<file path="src/rtl/can_rxb_pkg.sv">
package can_rxb_pkg;

  localparam int NUM_SLOTS = 2;
  localparam int IDX_W     = $clog2(NUM_SLOTS);

  typedef enum logic [1:0] {
    SLOT_EMPTY = 2'd0,
    SLOT_HELD  = 2'd1,
    SLOT_FULL  = 2'd2
  } slot_state_e;

endpackage

</file>
<file path="src/rtl/rxb_rst_sync.sv">
module rxb_rst_sync #(
  parameter int STAGES = 2
) (
  input  logic clk,
  input  logic rst_n,
  output logic rst_sync_n
);

  logic [STAGES-1:0] chain_q;

  always_ff @(posedge clk or negedge rst_n) begin
    if (!rst_n) begin
      chain_q <= '0;
    end else begin
      chain_q <= {chain_q[STAGES-2:0], 1'b1};
    end
  end

  assign rst_sync_n = chain_q[STAGES-1];

endmodule

</file>
<file path="src/rtl/rxb_owner_fsm.sv">
module rxb_owner_fsm
  import can_rxb_pkg::*;
(
  input  logic                 clk,
  input  logic                 rst_ni,
  input  logic                 rx_store,
  input  logic                 tx_start,
  input  logic                 tx_done,
  input  logic                 host_release,
  output logic [NUM_SLOTS-1:0] wr_en,
  output logic [NUM_SLOTS-1:0] wr_tx,
  output logic [IDX_W-1:0]     host_sel,
  output logic [NUM_SLOTS-1:0] slot_full,
  output logic                 rx_full,
  output logic                 ovr_evt
);

  slot_state_e st_q [NUM_SLOTS];
  slot_state_e st_n [NUM_SLOTS];
  logic [IDX_W-1:0] host_q, host_n;

  logic             held_a, free_a, held_b, free_b;
  logic [IDX_W-1:0] held_a_idx, free_a_idx, free_b_idx;

  // Next-state: release, then transmit completion, then store, then transmit start
  always_comb begin
    for (int i = 0; i < NUM_SLOTS; i++) st_n[i] = st_q[i];
    host_n  = host_q;
    wr_en   = '0;
    wr_tx   = '0;
    ovr_evt = 1'b0;

    // host hands back its slot; the older waiting frame moves over at once
    if (host_release && (st_q[host_q] == SLOT_FULL)) begin
      st_n[host_q] = SLOT_EMPTY;
      if (st_q[host_q ^ 1'b1] == SLOT_FULL) host_n = host_q ^ 1'b1;
    end

    // successful transmission: parked copy is discarded
    if (tx_done) begin
      for (int i = 0; i < NUM_SLOTS; i++) begin
        if (st_n[i] == SLOT_HELD) st_n[i] = SLOT_EMPTY;
      end
    end

    // scan for the store stage
    held_a = 1'b0; held_a_idx = '0;
    free_a = 1'b0; free_a_idx = '0;
    for (int i = 0; i < NUM_SLOTS; i++) begin
      if (st_n[i] == SLOT_HELD) begin
        held_a     = 1'b1;
        held_a_idx = IDX_W'(i);
      end
      if ((st_n[i] == SLOT_EMPTY) && (!free_a || (IDX_W'(i) != host_n))) begin
        free_a     = 1'b1;
        free_a_idx = IDX_W'(i);
      end
    end

    if (rx_store) begin
      if (held_a) begin
        st_n[held_a_idx]  = SLOT_FULL;
        wr_en[held_a_idx] = 1'b1;
      end else if (free_a) begin
        st_n[free_a_idx]  = SLOT_FULL;
        wr_en[free_a_idx] = 1'b1;
      end else begin
        ovr_evt = 1'b1;
      end
    end

    // host slot empty but the other one filled: give it to the host
    if ((st_n[host_n] != SLOT_FULL) && (st_n[host_n ^ 1'b1] == SLOT_FULL)) begin
      host_n = host_n ^ 1'b1;
    end

    // scan for the transmit stage
    held_b = 1'b0;
    free_b = 1'b0; free_b_idx = '0;
    for (int i = 0; i < NUM_SLOTS; i++) begin
      if (st_n[i] == SLOT_HELD) held_b = 1'b1;
      if ((st_n[i] == SLOT_EMPTY) && (!free_b || (IDX_W'(i) != host_n))) begin
        free_b     = 1'b1;
        free_b_idx = IDX_W'(i);
      end
    end

    if (tx_start && !held_b) begin
      if (free_b) begin
        st_n[free_b_idx]  = SLOT_HELD;
        wr_en[free_b_idx] = 1'b1;
        wr_tx[free_b_idx] = 1'b1;
      end else begin
        ovr_evt = 1'b1;
      end
    end
  end

  always_ff @(posedge clk or negedge rst_ni) begin
    if (!rst_ni) begin
      for (int i = 0; i < NUM_SLOTS; i++) st_q[i] <= SLOT_EMPTY;
      host_q <= '0;
    end else begin
      for (int i = 0; i < NUM_SLOTS; i++) st_q[i] <= st_n[i];
      host_q <= host_n;
    end
  end

  for (genvar g = 0; g < NUM_SLOTS; g++) begin : g_full
    assign slot_full[g] = (st_q[g] == SLOT_FULL);
  end

  assign host_sel = host_q;
  assign rx_full  = (st_q[host_q] == SLOT_FULL);

endmodule

</file>
<file path="src/rtl/rxb_overrun_flag.sv">
module rxb_overrun_flag (
  input  logic clk,
  input  logic rst_ni,
  input  logic set_evt,
  input  logic clr_cmd,
  output logic flag
);

  logic flag_q, flag_n;

  always_comb begin
    flag_n = flag_q;
    if (set_evt) begin
      flag_n = 1'b1;
    end else if (clr_cmd) begin
      flag_n = 1'b0;
    end
  end

  always_ff @(posedge clk or negedge rst_ni) begin
    if (!rst_ni) begin
      flag_q <= 1'b0;
    end else begin
      flag_q <= flag_n;
    end
  end

  assign flag = flag_q;

endmodule

</file>
<file path="src/rtl/rxb_frame_store.sv">
module rxb_frame_store
  import can_rxb_pkg::*;
#(
  parameter int FRAME_W = 64
) (
  input  logic                 clk,
  input  logic [NUM_SLOTS-1:0] wr_en,
  input  logic [NUM_SLOTS-1:0] wr_tx,
  input  logic [FRAME_W-1:0]   rx_frame,
  input  logic [FRAME_W-1:0]   tx_frame,
  input  logic [IDX_W-1:0]     rd_sel,
  output logic [FRAME_W-1:0]   rd_frame
);

  logic [FRAME_W-1:0] slot_q [NUM_SLOTS];

  for (genvar g = 0; g < NUM_SLOTS; g++) begin : g_slot
    logic [FRAME_W-1:0] slot_n;

    always_comb begin
      slot_n = slot_q[g];
      if (wr_en[g]) begin
        slot_n = wr_tx[g] ? tx_frame : rx_frame;
      end
    end

    always_ff @(posedge clk) begin
      slot_q[g] <= slot_n;
    end
  end

  assign rd_frame = slot_q[rd_sel];

endmodule

</file>
<file path="src/rtl/can_rx_dualbuf.sv">
module can_rx_dualbuf
  import can_rxb_pkg::*;
#(
  parameter int FRAME_W    = 64,
  parameter int RST_STAGES = 2
) (
  input  logic               clk,
  input  logic               rst_n,
  input  logic               rx_store,
  input  logic [FRAME_W-1:0] rx_frame,
  input  logic               tx_start,
  input  logic [FRAME_W-1:0] tx_frame,
  input  logic               tx_done,
  input  logic               host_release,
  input  logic               host_clr_ovr,
  output logic               rx_full,
  output logic               overrun,
  output logic [FRAME_W-1:0] host_frame
);

  logic                 rst_sync_n;
  logic [NUM_SLOTS-1:0] wr_en;
  logic [NUM_SLOTS-1:0] wr_tx;
  logic [IDX_W-1:0]     host_sel;
  logic [NUM_SLOTS-1:0] slot_full;
  logic                 ovr_evt;

  rxb_rst_sync #(.STAGES(RST_STAGES)) u_rst (
    .clk        (clk),
    .rst_n      (rst_n),
    .rst_sync_n (rst_sync_n)
  );

  rxb_owner_fsm u_fsm (
    .clk          (clk),
    .rst_ni       (rst_sync_n),
    .rx_store     (rx_store),
    .tx_start     (tx_start),
    .tx_done      (tx_done),
    .host_release (host_release),
    .wr_en        (wr_en),
    .wr_tx        (wr_tx),
    .host_sel     (host_sel),
    .slot_full    (slot_full),
    .rx_full      (rx_full),
    .ovr_evt      (ovr_evt)
  );

  rxb_overrun_flag u_ovr (
    .clk     (clk),
    .rst_ni  (rst_sync_n),
    .set_evt (ovr_evt),
    .clr_cmd (host_clr_ovr),
    .flag    (overrun)
  );

  rxb_frame_store #(.FRAME_W(FRAME_W)) u_store (
    .clk      (clk),
    .wr_en    (wr_en),
    .wr_tx    (wr_tx),
    .rx_frame (rx_frame),
    .tx_frame (tx_frame),
    .rd_sel   (host_sel),
    .rd_frame (host_frame)
  );

endmodule

</file>
<file path="config.mk">
export PLATFORM = sky130hd
export DESIGN_NAME = can_rx_dualbuf
export DESIGN_NICKNAME = d
export VERILOG_FILES = /design/src/rtl/can_rxb_pkg.sv /design/src/rtl/rxb_rst_sync.sv /design/src/rtl/rxb_owner_fsm.sv /design/src/rtl/rxb_overrun_flag.sv /design/src/rtl/rxb_frame_store.sv /design/src/rtl/can_rx_dualbuf.sv
export SDC_FILE = /design/constraint.sdc
export NUM_CORES = 1
export LEC_CHECK = 0
export BUFFER_PORTS_ARGS = -buffer_cell sky130_fd_sc_hd__buf_2
export CORE_ASPECT_RATIO = 1.1
export CORE_UTILIZATION = 25
export DETAILED_ROUTE_END_ITERATION = 10
export GPL_ROUTABILITY_DRIVEN = 0
export REMOVE_ABC_BUFFERS = 1
export SLEW_MARGIN = 20
export SYNTH_ARGS = -nofsm -noshare
export SYNTH_HDL_FRONTEND = slang
export SYNTH_SLANG_ARGS = --single-unit
</file>
<file path="constraint.sdc">
create_clock -name clk -period 2.2 [get_ports clk]
set_clock_uncertainty 0.1 [all_clocks]
set_input_delay 0.44 -clock clk [delete_from_list [all_inputs] [get_ports clk]]
set_output_delay 0.44 -clock clk [all_outputs]
set_load 0.1 [all_outputs]
</file>
==> run metrics, run 1 <==
status finished, violations left; failing checks setup timing; cell-by-cell trace of the critical path buf_4 -> o32ai_2 -> a32oi_2 -> nor2b_2 -> o211ai_4 -> buf_12 -> buf_12 -> mux2_4; per-cell routed wire length 19.2 um; min setup slack post-route -0.349 ns; max_cap viols 0; Chip Width 163 um; TritonCTS clock tree built; slowest CP cell sky130_fd_sc_hd__dfrtp_4; clock buffer depth 2; RSZ-0062 raised after global routing true; Distinct cells, synth 37; DRC 0; Core Box Area 27900 um2; most frequent cell on the critical path sky130_fd_sc_hd__buf_12; Ports 201; Post-Syn Area 7110 um2; die height 179 um; dominant synthesized flop cell sky130_fd_sc_hd__edfxtp_1; number of flops mapped to enable cells by yosys 128; final period utilization 116%; antenna diode instance count 0; Num CTS Buffers 17; adder-cell share of the synthesized area 0%; number of flip-flops and latches in the synthesized netlist 136; synthesized-area fraction occupied by ao, oa, aoi and oai cells 2.55%; count of warnings emitted by yosys 0; class of the tightest hold or removal check flip-flop to asynchronous set/reset pin; end point of the critical path u_store.slot_q[0][15]; share of synthesized flip-flops with an asynchronous set or reset 5.88%; number of antenna violations at the first check in global routing 1; clock root buffer sky130_fd_sc_hd__clkbuf_16; type of the worst setup path flip-flop to flip-flop; worst relative slew slack 62.5%; f_max 0.392 GHz; core occupancy in the finished layout 39.9%; clock latency at the later pin of the worst-skew pair 0.43 ns; Crit path required time 2.27 ns; total vias in the final route 4573; Post-Synth Simple-Gate Area 2.48%; final period demand of the worst path 2.55 ns; largest net degree at the start of global routing 34; startpoint of the worst register-to-register path u_fsm.host_sel; launching element of the worst setup path u_fsm.host_sel; mean area per synthesized cell 17.3 um2; half-perimeter wire length after placement 11200 um; number of sinks on the clock net 136; Final ANT Viol Nets 0; effective utilization at floorplan 25.5%; main combinational cell family by area after synthesis multiplexers; number of iterations in the first detailed-routing pass 4; number of standard cells after synthesis 410; post-detailed-routing wire length 20400 um; overall die area 29100 um2; Worst Path Buf+Inv 3; clk slew on worst S/H paths 0.07 ns; net count reported at finish 822; total routing usage reported by global routing 13.4%; depth of the CTS H-tree 4; number of cells on the critical path 8; fraction of layout instances using a drive strength above 1 74.1%; worst-case reg-to-reg path depth 8; family with the most delay on the worst path compound AO/OA/AOI/OAI gates; Worst Tran Pin Value 0.556 ns; proportion of synthesized area in mux cells 35.1%; first-iteration detailed-routing DRC count 150; number of global-route vias before repair 4734; xor/xnor share of the synthesized area 0.123%; final count of hold timing violations 0; largest stage delay on the critical path 0.53 ns; startpoint type of the worst setup path flip-flop; Via density 4.30; gr ovfl total 0; final number of setup-violating endpoints 320; number of buffers added on ports 200; max-slew violation count 0; maximum fanout along the worst path 9; part of the Yosys area used for sequential elements 56.9%; global-route wire length before repair 27900 um; reg2reg setup slack -0.35 ns; terminus of the critical flop-to-flop path u_store.slot_q[0][15]; CP Data Arrival Time 2.62 ns; layout overhead on the synthesized area 56.4%; placement row count 64; capturing element type of the critical path flip-flop
-- sequential cells by signal (all words and copies together), names as in the netlist --
register        flops
u_rst.chain_q       2
u_fsm.host_sel      1
u_fsm.st_q          4
u_store.slot_q    128
u_ovr.flag          1
-- per-layer routing --
metal	GRT usage, %	up-vias	part of all wire [%]
li1	-	2161	-
met1	15.2	2278	40
met2	23.8	115	53
met3	3.75	17	5.1
met4	4.95	2	1.2
met5	0	-	0.064
-- placed cells by master, fill, tap and decap left out, types with 2 or more instances in the layout --
cell,instances
sky130_fd_sc_hd__inv_6,6
sky130_fd_sc_hd__dfrtp_2,4
sky130_fd_sc_hd__mux2_2,45
sky130_fd_sc_hd__nor2_1,3
sky130_fd_sc_hd__buf_12,49
sky130_fd_sc_hd__nand3b_1,3
sky130_fd_sc_hd__o221ai_1,2
sky130_fd_sc_hd__nand2_1,8
sky130_fd_sc_hd__nand2b_1,5
sky130_fd_sc_hd__mux2_1,4
sky130_fd_sc_hd__clkbuf_16,24
sky130_fd_sc_hd__buf_16,10
sky130_fd_sc_hd__edfxtp_1,128
sky130_fd_sc_hd__dfrtp_1,3
sky130_fd_sc_hd__a21oi_1,4
sky130_fd_sc_hd__buf_8,5
sky130_fd_sc_hd__clkinvlp_4,3
sky130_fd_sc_hd__inv_1,2
sky130_fd_sc_hd__buf_4,31
sky130_fd_sc_hd__o21ai_0,6
sky130_fd_sc_hd__buf_6,43
sky130_fd_sc_hd__clkinv_4,4
sky130_fd_sc_hd__buf_2,135
sky130_fd_sc_hd__nor2b_1,2
sky130_fd_sc_hd__mux2_4,143
-- synthesized netlist by cell type, drive strengths merged (2+ instances only) --
cell type  number  area (um2)
nor2            3        11.3
nand2          10        40.0
and2            2        12.5
mux2          192        2500
nor2b           3        18.8
a21oi           4        20.0
nand2b          5        31.3
o211ai          2        25.0
o221ai          2        17.5
buf            17         163
o21ai           6        30.0
edfxtp        128        3840
dfrtp           8         200
clkbuf          7        26.3
inv             2        7.51
nand3b          3        22.5
-- worst min path at each step --
| stage | slack (ns) | start | end | cells past startpoint |
|---|---|---|---|---|
| after floorplan | -0.03 | u_rst.chain_q[1] | u_fsm.host_sel | 0 |
| after global placement | 0.01 | u_rst.chain_q[1] | u_ovr.flag | 0 |
| after detailed placement | 0.009 | u_rst.chain_q[1] | u_ovr.flag | 0 |
| after CTS | 0.008 | u_rst.chain_q[1] | u_fsm.st_q[2] | 0 |
| after global routing | 0.02 | u_rst.chain_q[1] | u_fsm.host_sel | 0 |
| final | 0.003 | u_rst.chain_q[1] | u_fsm.host_sel | 0 |
-- per-stage QoR --
stage	area (um2)	std cells	setup slack, ns	hold WS, ns	setup TNS [ns]
6_report	11100	1063	-0.349	0.00308	-87.42
5_1_grt	11100	1063	-0.491	0.0163	-125.63
4_1_cts	10700	1049	-0.311	0.00762	-79.52
3_5_place_dp	9010	992	-0.466	0.00912	-99.56
3_3_place_gp	9010	992	-0.436	0.0111	-94.61
2_1_floorplan	6920	386	-5.92	-0.0322	-1314.77
-- worst register-to-register path, stage by stage (launching register included) --
cell                       delay, ns
sky130_fd_sc_hd__dfrtp_4        0.53
sky130_fd_sc_hd__buf_4          0.15
sky130_fd_sc_hd__o32ai_2        0.30
sky130_fd_sc_hd__a32oi_2        0.19
sky130_fd_sc_hd__nor2b_2        0.22
sky130_fd_sc_hd__o211ai_4       0.13
sky130_fd_sc_hd__buf_12         0.20
sky130_fd_sc_hd__buf_12         0.18
sky130_fd_sc_hd__mux2_4         0.30
-- layout make-up --
type,instances,area [um2]
clock buffer,17,425
clock inverter,15,119
fill,2603,16800
inverter,2,7.51
multi-input combinational,248,3140
sequential,136,4050
tap,363,454
timing repair buffer,282,2910
-- cell families after synthesis --
| kind of cell | count (synthesis) |
|---|---|
| xor gates and xnor gates | 1 |
| and+or+nand+nor | 31 |
| other | 1 |
| muxes | 192 |
| DFF | 136 |
| buffers and inverters | 26 |
| AOI/OAI and AO/OA | 23 |
-- timing repair --
item | in CTS | in global routing
setup endpoints to repair | 320 | 320
endpoints found under the hold margin | 2 | 0
pin swaps | 4 | 1
gates resized for setup | 213 | 62
hold buffers | 1 | 0
gates cloned | 11 | 8
buffers inserted | 13 | 11
Power of run 1 is left out: the tool's default activity adds up to more than one toggle a clock period on the data nets, which glitch-free logic cannot reach.
==> inputs of run 2 (changes only) <==
Settings changed: SYNTH_HIERARCHICAL set to 1.
==> run 2 against run 1 <==
Compared with the run above: fmax fell by 1.3%; die area fell by 3.6%; routed wire length fell by 3.4%; via count rose by 1.2%; utilization rose by 2.4 points; flip-flop and latch count did not move; first-iteration DRC count rose by 42%; largest cell class unchanged; non-clock buffer count rose by 6; count of clock-buffer cells in the layout rose by 2; the run still ends with setup timing left; design area rose by 2.7%; sequential share of layout area fell by 0.97 points; area after synthesis fell by 3.6%.
==> run metrics, run 2 <==
status finished, violations left; failing checks setup timing; number of antenna violations at the first check in global routing 1; Core Box Area 27000 um2; proportion of netlist area held by the largest area contributor 56.1%; Ports 201; launching element of the worst setup path u_fsm/host_sel; TritonCTS clock tree built; effective utilization at floorplan 25.4%; Via density 4.35; count of placed standard cells including taps 987; met1 wire length 8320 um; startpoint type of the worst setup path flip-flop; number of global-route vias before repair 5075; clk slew on worst S/H paths 0.06 ns; overall die area 28100 um2; number of iterations in the first detailed-routing pass 4; most used cells in the layout excluding fill and tap cells sky130_fd_sc_hd__buf_2, sky130_fd_sc_hd__edfxtp_1, sky130_fd_sc_hd__mux2_2; post-synth top area cell sky130_fd_sc_hd__edfxtp_1; min setup slack post-route -0.383 ns; number of buffers added on ports 200; RSZ-0062 raised after global routing true; family with the most delay on the worst path simple AND/OR/NAND/NOR gates; top-count cell post-synth sky130_fd_sc_hd__mux2_2; placement row count 63; capturing element type of the critical path flip-flop; uppermost layer routed met5; number of standard cells after synthesis 407; cell types occupying the most area after synthesis sky130_fd_sc_hd__edfxtp_1, sky130_fd_sc_hd__mux2_2, sky130_fd_sc_hd__clkbuf_8, sky130_fd_sc_hd__dfrtp_1, sky130_fd_sc_hd__nor2_1; Num CTS Buffers 17; clock root buffer sky130_fd_sc_hd__clkbuf_16; Distinct cells, synth 30; total vias in the final route 4626; largest registers ranked by flip-flop count u_store/slot_q: 128 flops, u_fsm/st_q: 4 flops, u_rst/chain_q: 2 flops; Worst Path Buf+Inv 4; half-perimeter wire length after placement 11400 um; Post-Syn Area 6850 um2; antenna diode instance count 0; Worst Tran Pin Value 0.580 ns; worst relative slew slack 61.4%; Crit path required time 2.23 ns; f_max 0.387 GHz; CP Data Arrival Time 2.61 ns; depth of the CTS H-tree 4; leading cell types by count after synthesis sky130_fd_sc_hd__mux2_2, sky130_fd_sc_hd__edfxtp_1, sky130_fd_sc_hd__clkbuf_8; die height 176 um; largest net degree at the start of global routing 37; net count reported at finish 828; DRC 0; largest reg by FF count u_store/slot_q; final instance count without filler cells 1063; max_cap viols 0; cell-by-cell trace of the critical path nand2b_4 -> a22oi_2 -> a32oi_2 -> or3b_4 -> buf_4 -> o22ai_4 -> buf_12 -> buf_12 -> buf_16; share of synthesized flip-flops with an asynchronous set or reset 5.88%; slowest CP cell sky130_fd_sc_hd__dfrtp_4; final count of hold timing violations 0; clock latency at the later pin of the worst-skew pair 0.41 ns; fraction of layout instances using a drive strength above 1 75.6%; per-cell routed wire length 18.6 um; most common cell after layout, fill and taps aside sky130_fd_sc_hd__buf_2; largest stage delay on the critical path 0.49 ns; type of the worst setup path flip-flop to flip-flop; Chip Width 160 um; final period utilization 117%; maximum fanout along the worst path 9; wire length on met2 10300 um; fill cell total of the finished layout 2437; number of flip-flops and latches in the synthesized netlist 136; met3 layer wire length in the routed design 918 um; max-slew violation count 0; post-detailed-routing wire length 19700 um; startpoint of the worst register-to-register path u_fsm/host_sel; mean area per synthesized cell 16.8 um2; dominant synthesized flop cell sky130_fd_sc_hd__edfxtp_1; part of the Yosys area used for sequential elements 59.1%; most frequent cell on the critical path sky130_fd_sc_hd__buf_12; layout overhead on the synthesized area 66.6%; total routing usage reported by global routing 14.5%; post-route worst hold slack 0.0117 ns; final period demand of the worst path 2.58 ns; class of the tightest hold or removal check flip-flop to asynchronous set/reset pin; final number of setup-violating endpoints 321; number of flip-flops in the largest register 128; number of flops mapped to enable cells by yosys 128; first-iteration detailed-routing DRC count 213; clock buffer depth 2; global-route wire length before repair 30200 um; count of warnings emitted by yosys 6; worst-case reg-to-reg path depth 9; reg2reg setup slack -0.38 ns; number of sinks on the clock net 136; terminus of the critical flop-to-flop path u_store/slot_q[0][60]; Final ANT Viol Nets 0; gr ovfl total 0
run 2: cell count changes after synthesis, sizes merged, moves of 3 or more:
cell	previous run	this run
nand2	10	2
inv	2	6
nand3b	3	0
clkbuf	7	18
buf	17	3
nor2	3	10
run 2: cell families (layout without fill, tap and decap cells):
| family | after synthesis | count (layout) | share of synthesized area, % |
|---|---|---|---|
| multiplexers | 193 | 193 | 31.7 |
| flip-flops | 136 | 136 | 59.1 |
| AO/OA/AOI/OAI | 26 | 26 | 2.70 |
| adder cells (fa/ha/maj) | 1 | 1 | 0.146 |
| AND/OR/NAND/NOR | 23 | 23 | 1.86 |
| other | 1 | 1 | 0.0548 |
| buffers and inverters | 27 | 326 | 4.44 |
run 2: layer usage:
layer / track usage (%) / vias up
li1: - / 2168
met1: 17.4 / 2327
met2: 25.6 / 117
met3: 3.52 / 12
met4: 3.93 / 2
met5: 0 / -
run 2: cell type report:
type,count,area [um2],share of cell area [%]
Clock inverter,13,155,1.36
Sequential cell,136,4050,35.5
Timing Repair Buffer,288,3450,30.2
Inverter,6,22.5,0.197
Multi-Input combinational cell,244,2850,25.0
Tap cell,357,447,3.91
Clock buffer,19,433,3.79
run 2: worst reg2reg max path, delay by kind of cell (launching register included):
kind                   cells  cell delay [ns]
AO/OA/AOI/OAI              3             0.55
buffers and inverters      4             0.59
flip-flops                 1             0.49
AND/OR/NAND/NOR            2             0.58
run 2: timing repair:
action                     4_1_cts  5_1_grt
hold endpoints to repair         2        0
gates cloned                    23        2
pin swaps                        8        7
setup endpoints to repair      321      321
resized for setup              112       16
hold buffers                     1        0
buffers inserted                22        3
run 2: worst max path at each step:
stage | end | cells after the start
2_1_floorplan | u_store/slot_q[0][0] | 5
3_3_place_gp | u_store/slot_q[0][31] | 8
3_5_place_dp | u_store/slot_q[0][3] | 8
4_1_cts | u_store/slot_q[0][42] | 9
5_1_grt | u_store/slot_q[0][60] | 9
6_report | u_store/slot_q[0][60] | 9
run 2: metrics by stage:
stage               TNS (ns)  setup slack (ns)  util [%]  instance area (um2)
finish                -90.83            -0.383      42.3                11400
global placement      -97.05            -0.480      35.4                 9540
global route         -119.17            -0.468      42.3                11400
floorplan           -1064.87             -4.04         -                 6570
CTS                   -93.51            -0.402      42.5                11400
detailed placement    -97.61            -0.506      35.4                 9540
Power of run 2 is left out for the same reason.
==> inputs of run 3 (changes only) <==
Settings changed: ABC_AREA set to 1.
==> run 3 against run 2 <==
Compared with the run above: the run ends with hold timing, setup timing left; synthesized cell count grew 100%; count of clock-buffer cells in the layout fell by 1; die area increased by 1.6%; register-to-register slack better by 0.22 ns; utilization increased by 2.3 points; routed wire length rose by 25%; area after synthesis is 1.6% higher; first-iteration DRC count grew 51%; worst setup slack improved by 0.22 ns; design area grew 6.4%; hold slack worse by 0.014 ns; sequential share of layout area is 2.2 points lower; highest routed layer unchanged.
==> run metrics, run 3 <==
status finished, violations left; failing checks hold timing, setup timing; post-route cell area 12100 um2; busiest layer in global routing met2; number of flip-flops in the largest register 128; clk slew on worst S/H paths 0.06 ns; total vias in the final route 6551; Global Route met1 Usage 18.3%; class of the tightest hold or removal check flip-flop to asynchronous set/reset pin; Core Box Area 27200 um2; largest reg by FF count u_store/slot_q; max-slew violation count 0; leading cell types by count after synthesis sky130_fd_sc_hd__nand2_1, sky130_fd_sc_hd__edfxtp_1, sky130_fd_sc_hd__buf_2; met3 capacity usage during global routing 3.98%; sequential power share 28.9%; Max rail drop VDD 0.520 mV; global-route wire length before repair 33400 um; PD cells 1020 nW/um2; TritonCTS clock tree built; clock latency at the later pin of the worst-skew pair 0.40 ns; final setup TNS -25.04 ns; f_max 0.423 GHz; per-cell routed wire length 16.7 um; share of synthesized flip-flops with an asynchronous set or reset 5.88%; clock root buffer sky130_fd_sc_hd__clkbuf_16; count of placed standard cells including taps 1398; startpoint type of the worst setup path flip-flop; part of the Yosys area used for sequential elements 58.1%; post-detailed-routing wire length 24700 um; final period utilization 108%; Combinational Power Share 45.9%; number of global-route vias before repair 6192; DRC 0; antenna diode instance count 0; cell types occupying the most area after synthesis sky130_fd_sc_hd__edfxtp_1, sky130_fd_sc_hd__nand2_1, sky130_fd_sc_hd__dfrtp_1, sky130_fd_sc_hd__clkbuf_8, sky130_fd_sc_hd__buf_2; number of buffers added on ports 200; most used cells in the layout excluding fill and tap cells sky130_fd_sc_hd__nand2_1, sky130_fd_sc_hd__buf_2, sky130_fd_sc_hd__edfxtp_1; max_cap viols 0; top-count cell post-synth sky130_fd_sc_hd__nand2_1; half-perimeter wire length after placement 14100 um; capturing element type of the critical path flip-flop; final instance count without filler cells 1484; worst slack, placed -0.320 ns; placement row count 63; number of standard cells after synthesis 834; Pint 7.52 mW; proportion of netlist area held by the largest area contributor 55.2%; Ports 201; final period demand of the worst path 2.37 ns; Psw 4.83 mW; clock buffer depth 2; die height 177 um; post-route worst hold slack -0.00214 ns; type of the worst setup path flip-flop to flip-flop; final number of setup-violating endpoints 296; number of antenna violations at the first check in global routing 1; Final ANT Viol Nets 0; Num CTS Buffers 17; met2 Resource Use GR 27.8%; depth of the CTS H-tree 4; post-synth top area cell sky130_fd_sc_hd__edfxtp_1; Post-Syn Area 6960 um2; Crit path required time 2.26 ns; fraction of layout instances using a drive strength above 1 43.1%; RSZ-0062 raised after global routing true; total power 12.4 mW; Placement Cell Area 9590 um2; number of flops mapped to enable cells by yosys 128; mean area per synthesized cell 8.35 um2; Pleak 5.43 nW; Chip Width 161 um; effective utilization at floorplan 25.6%; gr ovfl total 0; Via density 4.41; total routing usage reported by global routing 15.7%; number of flip-flops and latches in the synthesized netlist 136; count of warnings emitted by yosys 6; overall die area 28500 um2; maximum fanout along the worst path 8; min setup slack post-route -0.167 ns; final count of hold timing violations 3; core occupancy in the finished layout 44.6%; most common cell after layout, fill and taps aside sky130_fd_sc_hd__nand2_1; largest registers ranked by flip-flop count u_store/slot_q: 128 flops, u_fsm/st_q: 4 flops, u_rst/chain_q: 2 flops; number of sinks on the clock net 136; number of iterations in the first detailed-routing pass 5; largest net degree at the start of global routing 41; Distinct cells, synth 27; first-iteration detailed-routing DRC count 322; portion of total power attributed to the clock network 25.2%; Net Sw Frac 39.1%; CP Data Arrival Time 2.43 ns; layout overhead on the synthesized area 74.4%; net count reported at finish 1249; dominant synthesized flop cell sky130_fd_sc_hd__edfxtp_1
-- run 3: repair_timing --
| action | CTS | global route |
|---|---|---|
| hold endpoints to repair | 2 | 0 |
| cloned | 8 | 19 |
| setup buffers | 21 | 13 |
| pin swaps | 8 | 56 |
| hold buffers | 1 | 0 |
| gates resized for setup | 133 | 173 |
| endpoints found under the setup margin | 283 | 321 |
-- run 3: cells by family (layout without fill, tap and decap cells) --
kind of cell           count (synthesis)  count (layout)  share of synthesized area (%)
buffers and inverters                 62             354                           6.27
AND/OR/NAND/NOR                      620             621                           34.1
AO/OA/AOI/OAI                         15              15                           1.46
flip-flops                           136             136                           58.1
other                                  1               1                         0.0539
-- run 3: path summary, 6_finish.rpt --
kind | start | end | slack (ns) | cells after the start
min in group clk | host_clr_ovr | u_ovr/flag | 0.20 | 4
worst max-delay path | u_fsm/st_q[3] | u_store/slot_q[1][6] | -0.17 | 14
worst min-delay path | u_rst/chain_q[1] | u_ovr/flag | -0.002 | 0
worst max register to register | u_fsm/st_q[3] | u_store/slot_q[1][6] | -0.17 | 14
max in group asynchronous | rst_n | u_rst/chain_q[0] | 1.65 | 2
worst min register to register | u_rst/chain_q[1] | u_ovr/flag | -0.002 | 0
-- run 3: critical path, cell delays in order (launching register included) --
cell                      delay, ns
sky130_fd_sc_hd__dfrtp_1       0.44
sky130_fd_sc_hd__inv_2         0.08
sky130_fd_sc_hd__a21oi_4       0.17
sky130_fd_sc_hd__nand2_2       0.10
sky130_fd_sc_hd__nand2_2       0.09
sky130_fd_sc_hd__nand2_2       0.05
sky130_fd_sc_hd__o21ai_2       0.17
sky130_fd_sc_hd__nand3_2       0.14
sky130_fd_sc_hd__nand3_2       0.13
sky130_fd_sc_hd__inv_4         0.07
sky130_fd_sc_hd__buf_4         0.15
sky130_fd_sc_hd__buf_4         0.12
sky130_fd_sc_hd__buf_4         0.16
sky130_fd_sc_hd__nand2_1       0.07
sky130_fd_sc_hd__nand2_1       0.06
-- run 3: power by group through the flow --
stage,Combinational [mW],Clock [mW],Sequential [mW]
6_report,5.67,3.11,3.57
5_1_grt,5.89,3.26,3.60
4_1_cts,5.01,3.16,3.45
3_5_place_dp,4.79,0,3.49
3_3_place_gp,4.76,0,3.47
2_1_floorplan,2.76,0,3.54
-- run 3: metal layers --
metal  vias up  part of all wire, %
met4         2                  2.4
li1       3194                    -
met2       215                   51
met3        27                  5.8
met1      3113                   40
met5         -                0.040
-- run 3: final cells by class --
cell class	instances	area [um2]
clock buffers	18	429
clock inverters	14	204
fillers	2522	15100
inverters	23	123
multi-input cells	637	3440
flip-flops and latches	136	4050
well taps	357	447
repair buffers	298	3440
repair inverters	1	16.3
(Power assumes the default switching activity.)
